### config.mk
export PLATFORM = sky130hd
export DESIGN_NAME = msync_gen
export DESIGN_NICKNAME = d
export VERILOG_FILES = /design/src/rtl/msync_pkg.sv /design/src/rtl/msync_tick.sv /design/src/rtl/msync_raster.sv /design/src/rtl/msync_pulse.sv /design/src/rtl/msync_gen.sv
export SDC_FILE = /design/constraint.sdc
export NUM_CORES = 1
export LEC_CHECK = 0
export BUFFER_PORTS_ARGS = -buffer_cell sky130_fd_sc_hd__buf_2
export CORE_MARGIN = 1
export CORE_UTILIZATION = 60
export DETAILED_ROUTE_END_ITERATION = 12
export GPL_ROUTABILITY_DRIVEN = 0
export PLACE_DENSITY_LB_ADDON = 0.05
export SLEW_MARGIN = 15
export SYNTH_ARGS = -nofsm -noshare
export SYNTH_HDL_FRONTEND = slang
export SYNTH_SLANG_ARGS = --single-unit
### constraint.sdc
create_clock -name clk -period 10.6 [get_ports clk]
set_clock_uncertainty 0.2 [all_clocks]
set_input_delay 0.53 -clock clk [delete_from_list [all_inputs] [get_ports clk]]
set_output_delay 0.53 -clock clk [all_outputs]
set_load 0.01 [all_outputs]
### src/rtl/msync_pkg.sv
package msync_pkg;
    localparam int HP_W = 12;
    localparam int VL_W = 10;

    localparam logic [HP_W-1:0] HP_RST = 12'h855;
    localparam logic [VL_W-1:0] VL_RST = 10'd625;

    typedef struct packed {
        logic [HP_W-1:0] hp;
        logic [VL_W-1:0] vl;
        logic            whole;
    } cfg_t;

    typedef struct packed {
        logic [HP_W-1:0] h;
        logic [VL_W-1:0] ln;
        cfg_t            cfg;
        logic            run;
    } ras_t;
endpackage

### src/rtl/msync_tick.sv
module msync_tick #(
    parameter int DIV = 3
) (
    input  logic clk,
    input  logic rst_n,
    output logic tick_o
);
    localparam int CW = (DIV > 1) ? $clog2(DIV) : 1;
    localparam logic [CW-1:0] LAST = CW'(DIV - 1);

    typedef struct packed {
        logic [CW-1:0] cnt;
    } tick_st_t;

    tick_st_t st_d, st_q;

    always_comb begin
        st_d   = st_q;
        tick_o = (st_q.cnt == LAST);
        if (tick_o) st_d.cnt = '0;
        else        st_d.cnt = st_q.cnt + CW'(1);
    end

    always_ff @(posedge clk or negedge rst_n) begin
        if (!rst_n) st_q <= '0;
        else        st_q <= st_d;
    end
endmodule

### src/rtl/msync_raster.sv
module msync_raster
    import msync_pkg::*;
#(
    parameter int HS_W = 4
) (
    input  logic            clk,
    input  logic            rst_n,
    input  logic            tick_i,
    input  logic [HP_W-1:0] hper_i,
    input  logic [VL_W-1:0] lines_i,
    input  logic            whole_i,
    output logic [HP_W-1:0] h_nxt_o,
    output logic            frame_evt_o,
    output logic            mid_evt_o,
    output logic            whole_nxt_o
);
    localparam logic [HP_W-1:0] HP_MIN = HP_W'(HS_W + 1);
    localparam logic [VL_W-1:0] VL_MIN = VL_W'(2);

    ras_t st_d, st_q;
    cfg_t cand;
    logic [VL_W-1:0] mid_ln;
    logic [HP_W-1:0] mid_h;

    always_comb begin
        cand.hp    = (hper_i < HP_MIN) ? HP_MIN : hper_i;
        cand.vl    = (lines_i < VL_MIN) ? VL_MIN : lines_i;
        cand.whole = whole_i;
        mid_ln     = st_q.cfg.vl >> 1;
        mid_h      = st_q.cfg.vl[0] ? (st_q.cfg.hp >> 1) : '0;

        st_d        = st_q;
        frame_evt_o = 1'b0;
        mid_evt_o   = 1'b0;
        if (tick_i) begin
            if (!st_q.run) begin
                st_d.run    = 1'b1;
                st_d.cfg    = cand;
                st_d.h      = '0;
                st_d.ln     = '0;
                frame_evt_o = 1'b1;
            end else if (st_q.h == st_q.cfg.hp - HP_W'(1)) begin
                st_d.h = '0;
                if (st_q.ln == st_q.cfg.vl - VL_W'(1)) begin
                    st_d.ln     = '0;
                    st_d.cfg    = cand;
                    frame_evt_o = 1'b1;
                end else begin
                    st_d.ln = st_q.ln + VL_W'(1);
                end
            end else begin
                st_d.h = st_q.h + HP_W'(1);
            end
            mid_evt_o = st_q.run && !st_q.cfg.whole && !frame_evt_o
                        && (st_d.ln == mid_ln) && (st_d.h == mid_h);
        end
        h_nxt_o     = st_d.h;
        whole_nxt_o = st_d.cfg.whole;
    end

    always_ff @(posedge clk or negedge rst_n) begin
        if (!rst_n) begin
            st_q           <= '0;
            st_q.cfg.hp    <= HP_RST;
            st_q.cfg.vl    <= VL_RST;
            st_q.cfg.whole <= 1'b0;
        end else begin
            st_q <= st_d;
        end
    end
endmodule

### src/rtl/msync_pulse.sv
module msync_pulse
    import msync_pkg::*;
#(
    parameter int HS_W = 4,
    parameter int VS_W = 6
) (
    input  logic            clk,
    input  logic            rst_n,
    input  logic            tick_i,
    input  logic [HP_W-1:0] h_nxt_i,
    input  logic            frame_evt_i,
    input  logic            mid_evt_i,
    input  logic            whole_nxt_i,
    output logic            hsync_o,
    output logic            vsync_o,
    output logic            field_o
);
    localparam int VW = $clog2(VS_W + 1);

    typedef struct packed {
        logic          hs;
        logic          vs;
        logic [VW-1:0] vcnt;
        logic          fld;
    } pulse_st_t;

    pulse_st_t st_d, st_q;

    always_comb begin
        st_d = st_q;
        if (tick_i) begin
            st_d.hs = (int'(h_nxt_i) < HS_W);
            if (st_q.vcnt != '0) st_d.vcnt = st_q.vcnt - VW'(1);
            if (frame_evt_i || mid_evt_i) st_d.vcnt = VW'(VS_W);
            if (frame_evt_i) st_d.fld = whole_nxt_i ? ~st_q.fld : 1'b0;
            if (mid_evt_i)   st_d.fld = 1'b1;
            st_d.vs = (st_d.vcnt != '0);
        end
    end

    always_ff @(posedge clk or negedge rst_n) begin
        if (!rst_n) st_q <= '0;
        else        st_q <= st_d;
    end

    assign hsync_o = st_q.hs;
    assign vsync_o = st_q.vs;
    assign field_o = st_q.fld;
endmodule

### src/rtl/msync_gen.sv
module msync_gen
    import msync_pkg::*;
#(
    parameter int TICK_DIV = 3,
    parameter int HS_W     = 157,
    parameter int VS_W     = 5332
) (
    input  logic            clk,
    input  logic            rst_n,
    input  logic [HP_W-1:0] hper_i,
    input  logic [VL_W-1:0] lines_i,
    input  logic            whole_frame_i,
    output logic            hsync_o,
    output logic            vsync_o,
    output logic            field_o
);
    logic            tick_w;
    logic [HP_W-1:0] h_nxt_w;
    logic            frame_evt_w;
    logic            mid_evt_w;
    logic            whole_nxt_w;

    msync_tick #(.DIV(TICK_DIV)) u_tick (
        .clk    (clk),
        .rst_n  (rst_n),
        .tick_o (tick_w)
    );

    msync_raster #(.HS_W(HS_W)) u_raster (
        .clk         (clk),
        .rst_n       (rst_n),
        .tick_i      (tick_w),
        .hper_i      (hper_i),
        .lines_i     (lines_i),
        .whole_i     (whole_frame_i),
        .h_nxt_o     (h_nxt_w),
        .frame_evt_o (frame_evt_w),
        .mid_evt_o   (mid_evt_w),
        .whole_nxt_o (whole_nxt_w)
    );

    msync_pulse #(.HS_W(HS_W), .VS_W(VS_W)) u_pulse (
        .clk         (clk),
        .rst_n       (rst_n),
        .tick_i      (tick_w),
        .h_nxt_i     (h_nxt_w),
        .frame_evt_i (frame_evt_w),
        .mid_evt_i   (mid_evt_w),
        .whole_nxt_i (whole_nxt_w),
        .hsync_o     (hsync_o),
        .vsync_o     (vsync_o),
        .field_o     (field_o)
    );
endmodule

==> metrics <==
cell area power density=94.6 nW/um2; Seq cells post-synth=between 60 and 70; critical path arrival=5270 ps; reg2reg start=u_raster.st_q[12]$_DFFE_PN1P_; Worst setup EP type=flip-flop; critical path endpoint=u_pulse.st_q[12]$_DFFE_PN0N_; Final Hold Vio Count=0; crit path time final=5230 ps; Detailed Route WL=15.3 mm; EDFF count, synth=0; number of global-route vias before repair=4977; pin count of the biggest net entering global routing=65; Via density=6.73; number of inserted diodes=0; reg-to-reg slack, setup=between 5000 and 6000 ps; Die H=97.0 um; fraction of registers with async set/reset=1.00; Rel. slew slack=0.461; register area share after synthesis=0.298; initial antenna violation count=0; R2R depth=14; total CTS buffers=9; gr usage total=0.331; CP max stage delay=690 ps; Mapped Cells=between 600 and 700; Leak=2.21 nW; drt wl/cell=about 19 um; first-pass GRT wire length=roughly 25 mm; Port Buffers=27; Core ar.=8720 um2; RSZ-0062 raised after global routing=no; Ys Warns=0; CTS root buf=clkbuf_8; post-synth top area share=0.250; crit-path most repeated cell=a22o_1; Total Neg Setup Slack=0 ps; outcome=complete, no violations; CP max-delay cell=a2111oi_1; area leader, netlist=dfrtp_1; critical path type=flip-flop to flip-flop; Hold Path Class=input port to async pin; hold_buf cts=0; Clock Pin Slew Worst Setup and Hold Paths=90 ps; CTS tree=done; setup violators final=0; Starting Density=0.620; largest cells by area after synthesis=dfrtp_1 (25%), nand2_1 (5.6%), dfstp_2 (4.9%); critical path launch point type=flip-flop; # IOs=28; Detailed Routing Iterations Pass 1=5; die area=9400 um2; period utilization=0.493; layout net count=701; WHS=140 ps; Synth Cell Area=approximately 5400 um2; Req. time, crit path=10640 ps; FF-to-FF End=u_pulse.st_q[12]$_DFFE_PN0N_; DP Wirelength=11.0 mm; commonest register cell after synthesis=dfrtp_1; Cell variety after synth=79; DRC errors left=0; worst-skew pair later-pin latency=360 ps; Net Count, Synth=707; layout cells sized above 1=0.145; Clock Tree Buf Depth=2; DR vias=5276; total global routing overflow=0; maximum vdd drop=81.1 uV; initial drt markers=570; post_cts resized=0; Critical Path Source=u_raster.st_q[12]$_DFFE_PN1P_; max-capacitance violation count=0; clock sinks=64; post-CTS setup buffers=0; Final Max Tran Viols=0; Mean Syn Cell Area=7.99 um2; max frequency=0.191 GHz; worst-path fanout max=10; worst slew pin tran=808 ps; Die W=97.0 um; final total power=around 540 uW; Syn-to-layout area delta=5.11%; FP Rows=34; Final ANT Viol Nets=0; CP cell instances=inv_1 > ha_1 > nand2b_1 > a22o_1 > a2111oi_1 > o211ai_1 > nor3_2 > a21boi_0 > o21ai_0 > a21o_1 > or3b_1 > o41ai_4 > nor2_2 > a22o_1; H-Tree Depth=3
==> cells in the mapped netlist (4+ instances only) <==
master	number
inv_1	20
o41ai_1	6
nor2b_1	11
o21ai_0	52
nor2_1	50
a31oi_1	9
o211ai_1	7
mux2_2	13
dfrtp_1	54
a211oi_1	5
nand2b_1	10
or2_2	5
a22o_1	5
xor2_1	19
ha_1	5
o2bb2ai_1	4
dfstp_2	10
nor4_1	11
mux2i_1	5
and3_1	8
buf_2	9
a21oi_1	28
nand2_1	81
nor3_1	17
o31ai_1	14
nand3b_1	5
xnor2_1	24
nor3b_1	4
a21o_1	10
clkbuf_1	36
or3_1	12
nand3_1	36
nand4_1	12
==> power breakdown <==
group | total, mW | switching [mW] | internal [mW]
clock | 0.190 | 0.104 | 0.0855
sequential | 0.271 | 0.0194 | 0.252
combinational | 0.0771 | 0.0447 | 0.0325
total | 0.538 | 0.168 | 0.370
==> worst max-delay path, delay by kind of cell, from the launching register on <==
kind,cells,cell delay [ps]
and+or+nand+nor,4,1280
DFF,1,620
buffers and inverters,1,60
adders and majority gates,1,270
AOI/OAI and AO/OA,8,2660
==> routing by layer <==
metal  vias up  global-route usage  wire (um)
li1       2483                   -          -
met3        33              0.0614       1600
met1      2452               0.488       6730
met5         -                   0          0
met4         0               0.125        307
met2       308               0.480       6620
==> how the worst min path moves through the flow <==
stage,from,to,cells past startpoint
final,rst_n,u_raster.st_q[15]$_DFFE_PN0P_,2
after global routing,lines_i[7],u_raster.mid_ln[6]$_DFFE_PN0P_,2
after CTS,rst_n,u_raster.st_q[15]$_DFFE_PN0P_,2
after detailed placement,u_tick.st_q[0]$_DFF_PN0_,u_tick.st_q[0]$_DFF_PN0_,1
after global placement,u_tick.st_q[1]$_DFF_PN0_,u_tick.st_q[0]$_DFF_PN0_,1
after floorplan,rst_n,u_pulse.field_o$_DFFE_PN0P_,0
==> metrics by stage <==
stage                     worst slack [ps]  cell area, um2   util  cells
after floorplan                       6000            5410      -    677
after global placement                5610            5510  0.632    768
after detailed placement              5470            5510  0.632    768
after CTS                             5430            5690  0.652    784
after global routing                  5070            5690  0.652    784
final                                 5370            5690  0.652    784
==> cells in the final DEF (no fill, tap or decap), types with 12 or more instances in the layout <==
| cell type | count |
|---|---|
| buf_2 | 27 |
| xnor2_1 | 24 |
| nand4_1 | 12 |
| a21oi_1 | 28 |
| mux2_2 | 13 |
| xor2_1 | 19 |
| nand2_1 | 81 |
| nor3_1 | 17 |
| or3_1 | 12 |
| o31ai_1 | 14 |
| inv_1 | 20 |
| nor2_1 | 50 |
| nand3_1 | 36 |
| dfrtp_1 | 54 |
| o21ai_0 | 52 |
==> logic make-up (layout without fill, tap and decap cells) <==
| kind of cell | Yosys count | in the layout | synth area share |
|---|---|---|---|
| simple gates | 292 | 292 | 0.290 |
| xor+xnor | 43 | 43 | 0.0696 |
| mux | 18 | 18 | 0.0363 |
| buf+inv | 69 | 68 | 0.0516 |
| compound gates | 186 | 186 | 0.242 |
| fa+ha+maj | 5 | 5 | 0.0116 |
| flops | 64 | 64 | 0.298 |
==> layout make-up <==
| class | instances | area, um2 |
|---|---|---|
| Clock inverter | 6 | 45.0 |
| Tap cell | 108 | 135 |
| Timing Repair Buffer | 32 | 173 |
| Fill cell | 752 | 3030 |
| Clock buffer | 10 | 128 |
| Sequential cell | 64 | 1610 |
| Multi-Input combinational cell | 544 | 3520 |
| Inverter | 20 | 75.1 |
==> sequential cells by signal, summed over array words and instances (netlist names) <==
name,count
u_raster.mid_ln,9
u_pulse.hsync_o,1
u_tick.st_q,2
u_pulse.vsync_o,1
u_pulse.st_q,13
u_pulse.field_o,1
u_raster.st_q,37
(Power assumes the default switching activity.)
